## config.mk

```make
export PLATFORM = sky130hd
export DESIGN_NAME = manch_tx
export DESIGN_NICKNAME = d
export VERILOG_FILES = /design/src/rtl/manch_pkg.sv /design/src/rtl/manch_div.sv /design/src/rtl/manch_shift.sv /design/src/rtl/manch_tx.sv
export SDC_FILE = /design/constraint.sdc
export NUM_CORES = 1
export LEC_CHECK = 0
export BUFFER_PORTS_ARGS = -buffer_cell sky130_fd_sc_hd__buf_2
export CORE_ASPECT_RATIO = 1.1
export CORE_UTILIZATION = 26
export DETAILED_ROUTE_END_ITERATION = 7
export GPL_TIMING_DRIVEN = 0
export PLACE_DENSITY_LB_ADDON = 0.2
export SYNTH_ARGS = -nofsm -noshare
export SYNTH_HDL_FRONTEND = slang
export SYNTH_HIERARCHICAL = 1
export SYNTH_SLANG_ARGS = --single-unit
```

## constraint.sdc

```tcl
create_clock -name clk -period 1.9 [get_ports clk]
set_input_delay 0.285 -clock clk [delete_from_list [all_inputs] [get_ports clk]]
set_output_delay 0.285 -clock clk [all_outputs]
set_load 0.1 [all_outputs]
```

## src/rtl/manch_pkg.sv

```systemverilog
package manch_pkg;

  // Line level for one half of a bit: the data bit XOR the half-bit phase.
  function automatic logic line_level(input logic data_bit, input logic second_half);
    return data_bit ^ second_half;
  endfunction

  // Total bits per frame: one guard bit plus the payload.
  function automatic int frame_bits(input int word_w);
    return word_w + 1;
  endfunction

endpackage

```

## src/rtl/manch_div.sv

```systemverilog
module manch_div #(
  parameter int HALF_CYCLES = 4
) (
  input  logic clk,
  input  logic rst_n,
  input  logic clear,
  input  logic run,
  output logic half_tick,
  output logic second_half
);
  localparam int CW = (HALF_CYCLES > 1) ? $clog2(HALF_CYCLES) : 1;
  localparam logic [CW-1:0] LAST = CW'(HALF_CYCLES - 1);

  logic [CW-1:0] cnt_q;
  logic          phase_q;

  always_ff @(posedge clk or negedge rst_n) begin
    if (!rst_n) begin
      cnt_q   <= '0;
      phase_q <= 1'b0;
    end else if (clear) begin
      cnt_q   <= '0;
      phase_q <= 1'b0;
    end else if (run) begin
      if (cnt_q == LAST) begin
        cnt_q   <= '0;
        phase_q <= ~phase_q;
      end else begin
        cnt_q <= cnt_q + 1'b1;
      end
    end
  end

  assign half_tick   = run && (cnt_q == LAST);
  assign second_half = phase_q;
endmodule

```

## src/rtl/manch_shift.sv

```systemverilog
module manch_shift #(
  parameter int FRAME_BITS = 9
) (
  input  logic                  clk,
  input  logic                  rst_n,
  input  logic                  load,
  input  logic [FRAME_BITS-1:0] load_frame,
  input  logic                  advance,
  output logic                  cur_bit,
  output logic                  last_bit
);
  localparam int IW = $clog2(FRAME_BITS);
  localparam logic [IW-1:0] LAST_IDX = IW'(FRAME_BITS - 1);

  logic [FRAME_BITS-1:0] sh_q;
  logic [IW-1:0]         idx_q;

  always_ff @(posedge clk or negedge rst_n) begin
    if (!rst_n) begin
      sh_q  <= '0;
      idx_q <= '0;
    end else if (load) begin
      sh_q  <= load_frame;
      idx_q <= '0;
    end else if (advance) begin
      sh_q  <= {sh_q[FRAME_BITS-2:0], 1'b0};
      idx_q <= idx_q + 1'b1;
    end
  end

  assign cur_bit  = sh_q[FRAME_BITS-1];
  assign last_bit = (idx_q == LAST_IDX);
endmodule

```

## src/rtl/manch_tx.sv

```systemverilog
module manch_tx
  import manch_pkg::*;
#(
  parameter int WORD_W     = 8,
  parameter int BIT_CYCLES = 8
) (
  input  logic              clk,
  input  logic              rst_n,
  input  logic              start_i,
  input  logic [WORD_W-1:0] data_i,
  output logic              busy_o,
  output logic              line_o
);
  localparam int HALF_CYCLES = BIT_CYCLES / 2;
  localparam int FRAME_BITS  = frame_bits(WORD_W);

  logic busy_q;
  logic accept;
  logic half_tick;
  logic second_half;
  logic bit_tick;
  logic cur_bit;
  logic last_bit;
  logic frame_done;
  logic [FRAME_BITS-1:0] frame_word;

  assign accept     = start_i && !busy_q;
  assign frame_word = {1'b0, data_i};
  assign bit_tick   = half_tick && second_half;
  assign frame_done = bit_tick && last_bit;

  always_ff @(posedge clk or negedge rst_n) begin
    if (!rst_n)          busy_q <= 1'b0;
    else if (accept)     busy_q <= 1'b1;
    else if (frame_done) busy_q <= 1'b0;
  end

  manch_div #(.HALF_CYCLES(HALF_CYCLES)) u_div (
    .clk         (clk),
    .rst_n       (rst_n),
    .clear       (accept),
    .run         (busy_q),
    .half_tick   (half_tick),
    .second_half (second_half)
  );

  manch_shift #(.FRAME_BITS(FRAME_BITS)) u_shift (
    .clk        (clk),
    .rst_n      (rst_n),
    .load       (accept),
    .load_frame (frame_word),
    .advance    (bit_tick),
    .cur_bit    (cur_bit),
    .last_bit   (last_bit)
  );

  assign busy_o = busy_q;
  assign line_o = busy_q && line_level(cur_bit, second_half);
endmodule

```

==> flow_metrics.tcl, run 1 <==
set metrics [dict create \
    outcome "complete, but fails checks" \
    failed_checks "DRC" \
    max-vdd-ir-drop_v 0.000634 \
    die_area_um2 3600 \
    drive_gt1_share_pct 25.3 \
    synth-xor-area-share_pct 2.00 \
    ctsResizeCount 0 \
    path_max_fanout 10 \
    die_h_um 62.9 \
    critPathRequiredTime_ps 2060 \
    finalMaxSlewViolations 0 \
    areaGrowthSynthToFinish_pct 16.1 \
    synth_top_family_by_area "simple AND/OR/NAND/NOR gates" \
    ys_types 26 \
    globalplace.congestion 0.642 \
    syn_inst 82 \
    drc 4 \
    multi_input_area_um2 404 \
    clock_path_buffers 2 \
    period_minus_slack_ps 1690 \
    synth_top_area_cell "dfrtp_1" \
    first_pass_iters 6 \
    wl_mm 1.60 \
    fillers 338 \
    core_um2 3130 \
    syn-cell-area_um2 876 \
    insertion_delay_ps 290 \
    fmax_mhz 590 \
    synth_adder_area_share_pct 4.29 \
    io_pins 13 \
    grt_max_degree 18 \
    syn_area_per_cell_um2 10.7 \
    core.rowCount 21 \
    antenna_found_initial 0 \
    fin_cells 133 \
    hpwlAfterDp_mm 1.11 \
    synthMuxAreaShare_pct 14.4 \
    ys_seq_area_share_pct 48.6 \
    initial_core_util_pct 28.0 \
    place_inst 128 \
    synth_simple_gate_area_share_pct 15.9 \
    via_count 591 \
    die_x_um 57.3 \
    p_total_mw 1.58 \
    synth-compound-area-share_pct 9.00 \
    leakage_nw 0.451 \
    htreeDepth 1 \
    nets 114 \
    max_slew_margin_pct 57.4 \
    yosysTopAreaCellShare_pct 48.6 \
    antenna_cells 0 \
    grt.overflow.total 0 \
    layout_commonest_cell "dfrtp_1" \
    crit_path_end_kind "flip-flop" \
    crit_arrival_ps 1850 \
    ys.flop_type "dfrtp_1" \
    rsz0062_at_grt "no" \
    via_per_inst 4.44 \
    synth_nets 96 \
    grt_pass1_wl_mm 2.73 \
    clock-sinks 17 \
    synth_edf_count 0 \
    fin_worst_skew_ps 4.80 \
    layout_common_cells "dfrtp_1, buf_2, mux2i_1, nand2_1, o21ai_0" \
    synth_warnings 6 \
    ys_ff_latch 17 \
    setup_violations 0 \
    ys_top_cells_by_area "dfrtp_1, mux2i_1, o21ai_0" \
    numPortBuffers 12 \
    power.density_nw_per_um2 1560 \
    tns_ps 0 \
    hp-class "primary input to flip-flop" \
    root_buffer "clkbuf_4" \
    numCtsBuffers 3 \
    timing.max_cap.violations 0 \
    tightest_slew_ps 637 \
    wl_per_cell_um 12.0 \
    post-route-period-util_pct 89.2 \
    hold_violations 0 \
    cts_tree "built" \
    clk_pin_slew_worst_paths_ps 100 \
    path_class "flip-flop to flip-flop" \
    design_area_um2 1020 \
    drtIter0Drc 16 \
    ant_nets 0 \
    seq_area_um2 427 \
    grt_use_total_pct 9.86 \
    critPathLaunchType "flip-flop" \
    dpl-instance-area_um2 981 \
    ys_async_sr_fraction_pct 100 \
    grt_pass1_vias 576 \
]
==> what timing repair did <==
| item | 4_1_cts | 5_1_grt |
|---|---|---|
| hold endpoints to repair | 17 | 0 |
| setup endpoints to repair | 0 | 0 |
| hold buffers | 1 | 0 |
| setup buffers | 0 | 0 |
==> through the flow <==
step | hold slack (ps) | util, % | worst slack [ps]
2_1_floorplan | -10.6 | - | 169
3_3_place_gp | 233 | 31.4 | 261
3_5_place_dp | 239 | 31.4 | 230
4_1_cts | 187 | 32.5 | 183
5_1_grt | 188 | 32.5 | 17.0
6_report | 199 | 32.5 | 206
==> worst paths after layout <==
path / from / endpoint / slack, ps / depth (start not counted)
min in group asynchronous: rst_n / u_shift/idx_q[2]$_DFFE_PN0P_ / 440 / 2
hold reg to reg: u_div/cnt_q[1]$_DFFE_PN0P_ / u_div/cnt_q[1]$_DFFE_PN0P_ / 540 / 2
setup / recovery: busy_o$_DFFE_PN0P_ / u_shift/sh_q[5]$_DFFE_PN0P_ / 210 / 3
max in group asynchronous: rst_n / busy_o$_DFFE_PN0P_ / 1150 / 2
hold / removal: data_i[7] / u_shift/sh_q[7]$_DFFE_PN0P_ / 200 / 3
setup reg to reg: busy_o$_DFFE_PN0P_ / u_shift/sh_q[5]$_DFFE_PN0P_ / 210 / 3
==> worst max-delay path: stages, from the launching register on <==
cell,delay (ps)
dfrtp_2,470
nor2b_1,530
clkbuf_1,390
o21ai_0,170
==> state kept, by name, summed over array words and instances (netlist names) <==
name               cells
u_div/cnt_q            2
u_shift/idx_q          4
u_shift/sh_q           9
u_div/second_half      1
busy_o                 1
==> power breakdown <==
| part | switching, mW | total, mW | leakage, nW | internal (mW) |
|---|---|---|---|---|
| logic | 0.420 | 0.741 | 0.229 | 0.321 |
| clock network | 0.112 | 0.194 | 0.0150 | 0.0815 |
| registers | 0.117 | 0.648 | 0.206 | 0.531 |
==> cell type report <==
type,instances,area share (%)
buffer,4,3.94
sequential,17,41.9
inverter,2,0.738
multi-input combinational,59,39.7
tap,34,4.18
clock buffer,4,2.58
timing repair buffer,13,6.89
==> cell families (layout without fill, tap and decap cells) <==
group | Yosys count | in the layout
mux | 12 | 12
xor+xnor | 2 | 2
other cells | 1 | 1
compound gates | 13 | 13
fa+ha+maj | 3 | 3
simple gates | 28 | 28
buf+inv | 6 | 23
flops | 17 | 17
==> cell usage after synthesis, types with 2 or more instances <==
cell      number
ha_1           3
nand2_1       10
o21ai_0        9
nor2b_1        3
inv_1          2
mux2i_1       10
a21oi_2        2
and2_1         2
nand2b_1       2
dfrtp_1       17
nor2_1         7
==> routing by layer <==
layer,part of all wire [%],GRT usage [%],wire length [um]
met4,0.88,2.74,14
met2,45,14.4,714
met5,0,0,0
met3,4.1,3.93,66
met1,50,13.3,805
No activity file was read; power rests on OpenSTA's default activity.
==> run 2: changes to the inputs <==
--- a/config.mk
+++ b/config.mk
@@ -7,7 +7,7 @@
 export LEC_CHECK = 0
 export BUFFER_PORTS_ARGS = -buffer_cell sky130_fd_sc_hd__buf_2
 export CORE_ASPECT_RATIO = 1.1
-export CORE_UTILIZATION = 26
+export CORE_UTILIZATION = 35
 export DETAILED_ROUTE_END_ITERATION = 7
 export GPL_TIMING_DRIVEN = 0
 export PLACE_DENSITY_LB_ADDON = 0.2
==> run 2 against run 1 <==
  * The flow now finishes without violations
  * Clock power decreased by 2%
  * Critical endpoint is now u_shift/sh_q[8]$_DFFE_PN0P_
  * Core utilization up 12 points
  * Largest cell class unchanged
  * Sequential power is essentially flat
  * Total power is 0.49% lower
  * Setup slack improved by 4.2 ps
  * Die area decreased by 25%
  * Sequential cell count unchanged
  * Wire length down 6.9%
  * Critical path depth did not move
==> flow_metrics.tcl, run 2 (same netlist as run 1, synthesis figures left out) <==
set metrics [dict create \
    outcome "completed" \
    hold_buffers 1 \
    hold_violations 0 \
    core_um2 2300 \
    crit_family "simple AND/OR/NAND/NOR gates" \
    cp_slowest_stage_delay_ps 550 \
    grt_use_total_pct 13.3 \
    clock_path_buffers 2 \
    critPathRequiredTime_ps 2050 \
    io_pins 13 \
    internal_power_uw 933 \
    path_class "flip-flop to flip-flop" \
    ant_nets 0 \
    max-vdd-ir-drop_v 0.000737 \
    post-route-period-util_pct 88.9 \
    cp_num_buf_inv 1 \
    path_max_fanout 10 \
    combPwrFrac_pct 46.7 \
    layout_commonest_cell "dfrtp_1" \
    wl_per_cell_um 11.5 \
    numPortBuffers 12 \
    fmax_mhz 592 \
    max_slew_margin_pct 55.1 \
    timing.max_cap.violations 0 \
    crit_arrival_ps 1840 \
    via_per_inst 4.62 \
    power.density_nw_per_um2 1560 \
    grt_use_met1_pct 17.2 \
    clkPwrFrac_pct 12.0 \
    drc 0 \
    die_h_um 54.5 \
    rsz0062_at_grt "no" \
    final_core_util_pct 44.1 \
    drive_gt1_share_pct 25.3 \
    fillers 241 \
    holdWs_ps 201 \
    initial_core_util_pct 38.1 \
    critPathLaunchType "flip-flop" \
    crit_path_end_kind "flip-flop" \
    ctsResizeCount 0 \
    wl_mm 1.49 \
    core.rowCount 18 \
    tns_ps 0 \
    seqPwrFrac_pct 41.3 \
    grt.overflow.total 0 \
    die_area_um2 2710 \
    worstPathCellList "nor2b_1, clkbuf_1, o21ai_0" \
    power_switching_uw 642 \
    slowest_stage "nor2b_1" \
    antenna_cells 0 \
    grtUsageMet2_pct 20.7 \
    layout_common_cells "dfrtp_1, buf_2, mux2i_1, nand2_1, o21ai_0" \
    clock-sinks 17 \
    drtIter0Drc 14 \
    grt_pass1_wl_mm 2.61 \
    hpwlAfterDp_mm 1.02 \
    finalMaxSlewViolations 0 \
    leakage_nw 0.451 \
    top_regs "u_shift/sh_q x9, u_shift/idx_q x4, u_div/cnt_q x2" \
    first_pass_iters 4 \
    areaGrowthSynthToFinish_pct 15.6 \
    grt_max_degree 18 \
    p_total_mw 1.58 \
    insertion_delay_ps 280 \
    nets 114 \
    period_minus_slack_ps 1690 \
    tightest_slew_ps 672 \
    via_count 596 \
    clk_pin_slew_worst_paths_ps 100 \
    largest-register "u_shift/sh_q" \
    setup_violations 0 \
    grt_pass1_vias 576 \
    htreeDepth 1 \
    largest_reg_flops 9 \
    globalplace.congestion 0.730 \
    postCtsSetupBuffers 0 \
    antenna_found_initial 0 \
    grt_busiest_layer "met2" \
    cts_tree "built" \
    die_x_um 49.7 \
    numCtsBuffers 3 \
    switching_share_pct 40.8 \
    root_buffer "clkbuf_4" \
    fin_worst_skew_ps 3.98 \
    grt.met3_usage_pct 3.33 \
    hp-class "primary input to flip-flop" \
]
[run 2: cell counts in the layout (fill, tap and decap cells not counted)]
No cell type changed its count.
[run 2: area by class of cell]
| type | instances | area (um^2) | area share [%] |
|---|---|---|---|
| flip-flops and latches | 17 | 427 | 42.2 |
| multi-input cells | 59 | 404 | 39.9 |
| repair buffers | 13 | 70.1 | 6.92 |
| plain buffers | 4 | 40.0 | 3.96 |
| well taps | 30 | 37.5 | 3.71 |
| clock buffers | 4 | 26.3 | 2.60 |
| inverters | 2 | 7.51 | 0.742 |
[run 2: power groups by stage]
stage          Combinational (mW)  Sequential, mW  Clock (mW)
2_1_floorplan               0.625           0.643           0
3_3_place_gp                0.723           0.653           0
3_5_place_dp                0.740           0.661           0
4_1_cts                     0.743           0.654       0.202
5_1_grt                     0.816           0.677       0.211
6_report                    0.735           0.651       0.190
[run 2: worst min-delay path, cell delays in order]
cell	delay, ps
buf_2	70
nand2_1	40
o21ai_0	60
[run 2: per-stage QoR]
| stage | setup slack [ps] | std cells | area [um^2] |
|---|---|---|---|
| after floorplan | 169 | 82 | 878 |
| after global placement | 289 | 124 | 976 |
| after detailed placement | 209 | 124 | 976 |
| after CTS | 180 | 129 | 1010 |
| after global routing | 40.1 | 129 | 1010 |
| final | 210 | 129 | 1010 |
[run 2: per-layer routing]
metal | share of wire (%) | wire length [um]
met4 | 1.6 | 24
met3 | 4.2 | 62
met2 | 44 | 656
met5 | 0 | 0
met1 | 50 | 746
[run 2: worst paths after layout]
kind	startpoint	to	slack, ps	depth (start not counted)
max in group asynchronous	rst_n	busy_o$_DFFE_PN0P_	1150	2
setup / recovery	busy_o$_DFFE_PN0P_	u_shift/sh_q[8]$_DFFE_PN0P_	210	3
hold reg to reg	u_div/cnt_q[1]$_DFFE_PN0P_	u_div/cnt_q[1]$_DFFE_PN0P_	530	2
setup reg to reg	busy_o$_DFFE_PN0P_	u_shift/sh_q[8]$_DFFE_PN0P_	210	3
min in group asynchronous	rst_n	u_shift/idx_q[0]$_DFFE_PN0P_	440	2
hold / removal	data_i[2]	u_shift/sh_q[2]$_DFFE_PN0P_	200	3
==> run 3: changes to the inputs <==
--- a/config.mk
+++ b/config.mk
@@ -8,6 +8,7 @@
 export BUFFER_PORTS_ARGS = -buffer_cell sky130_fd_sc_hd__buf_2
 export CORE_ASPECT_RATIO = 1.1
 export CORE_UTILIZATION = 35
+export CTS_BUF_LIST = sky130_fd_sc_hd__clkbuf_4 sky130_fd_sc_hd__clkbuf_8
 export DETAILED_ROUTE_END_ITERATION = 7
 export GPL_TIMING_DRIVEN = 0
 export PLACE_DENSITY_LB_ADDON = 0.2
==> constraint.sdc (replaced) <==
create_clock -name clk -period 1.9 [get_ports clk]
set_input_delay 0.285 -clock clk [delete_from_list [all_inputs] [get_ports clk]]
set_output_delay 0.285 -clock clk [all_outputs]
set_load 0.02 [all_outputs]
==> run 3 against run 2 <==
  * Critical path depth did not move
  * Via count fell by 1.8%
  * Total power fell by 9.2%
  * Wire length fell by 4.2%
  * Sequential power fell by 0.6%
  * First-iteration DRC count fell by 57%
  * Core utilization rose by 0.054 points
==> flow_metrics.tcl, run 3 (same netlist as run 1, synthesis figures left out) <==
set metrics [dict create \
    outcome "completed" \
    rsz0062_at_grt "no" \
    postCtsSetupBuffers 0 \
    core.rowCount 18 \
    power.density_nw_per_um2 1410 \
    clkPwrFrac_pct 14.5 \
    fin_cells 129 \
    post-route-period-util_pct 86.3 \
    fillers 242 \
    areaGrowthSynthToFinish_pct 15.7 \
    fin_ws_ps 260 \
    drc 0 \
    combPwrFrac_pct 40.2 \
    setup_violations 0 \
    grt.overflow.total 0 \
    hpwlAfterDp_mm 1.00 \
    clock_path_buffers 2 \
    die_area_um2 2710 \
    via_count 585 \
    tightest_slew_ps 601 \
    initial_core_util_pct 38.1 \
    hp-class "primary input to flip-flop" \
    max_slew_margin_pct 59.8 \
    crit_path_end_kind "flip-flop" \
    hold_buffers 1 \
    internal_power_uw 943 \
    core_um2 2300 \
    via_per_inst 4.53 \
    root_buffer "clkbuf_4" \
    top_regs "u_shift/sh_q x9, u_shift/idx_q x4, u_div/cnt_q x2" \
    final_core_util_pct 44.1 \
    drive_gt1_share_pct 24.2 \
    crit_family "simple AND/OR/NAND/NOR gates" \
    path_max_fanout 10 \
    ctsResizeCount 0 \
    cp_slowest_stage_delay_ps 510 \
    layout_commonest_cell "dfrtp_1" \
    wl_mm 1.43 \
    multi_input_area_um2 403 \
    die_x_um 49.7 \
    timing.max_cap.violations 0 \
    numPortBuffers 12 \
    clk_pin_slew_worst_paths_ps 100 \
    hold_violations 0 \
    dpl_worst_slack_ps 236 \
    cts_tree "built" \
    cp_num_buf_inv 1 \
    slowest_stage "nor2b_1" \
    tns_ps 0 \
    numCtsBuffers 3 \
    io_pins 13 \
    layout_common_cells "dfrtp_1, buf_2, mux2i_1, nand2_1, o21ai_0" \
    critPathRequiredTime_ps 2060 \
    p_total_mw 1.43 \
    leakage_nw 0.454 \
    grt_max_degree 18 \
    first_pass_iters 3 \
    worstPathCellList "nor2b_1, clkbuf_1, o21ai_0" \
    crit_arrival_ps 1800 \
    clock-sinks 17 \
    power_switching_uw 487 \
    die_h_um 54.5 \
    period_minus_slack_ps 1640 \
    grt_use_total_pct 12.4 \
    seqPwrFrac_pct 45.3 \
    grt_pass1_vias 527 \
    globalplace.congestion 0.734 \
    seq_area_um2 425 \
    finalMaxSlewViolations 0 \
    htreeDepth 1 \
    critPathLaunchType "flip-flop" \
    drtIter0Drc 6 \
    ant_nets 0 \
    place_inst 124 \
    path_class "flip-flop to flip-flop" \
    largest_reg_flops 9 \
    grt_pass1_wl_mm 2.39 \
    insertion_delay_ps 290 \
    fin_worst_skew_ps 3.68 \
    wl_per_cell_um 11.1 \
    fmax_mhz 610 \
    nets 114 \
    largest-register "u_shift/sh_q" \
    switching_share_pct 34.1 \
    antenna_cells 0 \
    max-vdd-ir-drop_v 0.000795 \
    antenna_found_initial 0 \
]
[run 3: changes by cell type in the layout (fill, tap and decap cells not counted)]
| cell | change |
|---|---|
| and2_1 | +1 |
| clkbuf_1 | -1 |
| and2_2 | -1 |
| dfrtp_1 | +1 |
| clkbuf_4 | +1 |
| dfrtp_2 | -1 |
[run 3: power groups by stage]
stage               clock network, mW  logic [mW]  registers [mW]
global placement                    0       0.565           0.653
detailed placement                  0       0.580           0.661
CTS                             0.217       0.585           0.652
floorplan                           0       0.479           0.629
global route                    0.229       0.649           0.671
finish                          0.208       0.575           0.647
[run 3: per-layer routing]
layer | up-vias | GRT usage, % | part of all wire, %
met5 | - | 0 | 0
met1 | 261 | 15.7 | 51
li1 | 308 | - | -
met4 | 0 | 10.0 | 2.2
met3 | 4 | 1.67 | 3.1
met2 | 12 | 19.4 | 44
[run 3: path summary, 6_finish.rpt]
kind,from,end,slack (ps),cells after the start
setup / recovery,busy_o$_DFFE_PN0P_,u_shift/sh_q[2]$_DFFE_PN0P_,260,3
hold / removal,data_i[7],u_shift/sh_q[7]$_DFFE_PN0P_,190,3
setup reg to reg,busy_o$_DFFE_PN0P_,u_shift/sh_q[2]$_DFFE_PN0P_,260,3
hold reg to reg,u_div/cnt_q[1]$_DFFE_PN0P_,u_div/cnt_q[1]$_DFFE_PN0P_,550,2
max in group asynchronous,rst_n,u_shift/sh_q[3]$_DFFE_PN0P_,1190,2
min in group asynchronous,rst_n,u_shift/sh_q[5]$_DFFE_PN0P_,430,2
[run 3: worst register-to-register path: stages (launching register included)]
cell and delay (ps):
dfrtp_1 470, nor2b_1 520, clkbuf_1 370, o21ai_0 160
[run 3: final cells by class]
class | count | area share [%]
sequential | 17 | 42.0
multi-input combinational | 59 | 39.8
timing repair buffer | 13 | 6.91
buffer | 4 | 3.95
tap | 30 | 3.70
clock buffer | 4 | 2.96
inverter | 2 | 0.741
[run 3: per-stage QoR]
step | instance area [um^2] | hold WS (ps)
CTS | 1010 | 180
global route | 1010 | 195
detailed placement | 973 | 232
global placement | 973 | 239
finish | 1010 | 191
floorplan | 876 | -10.6
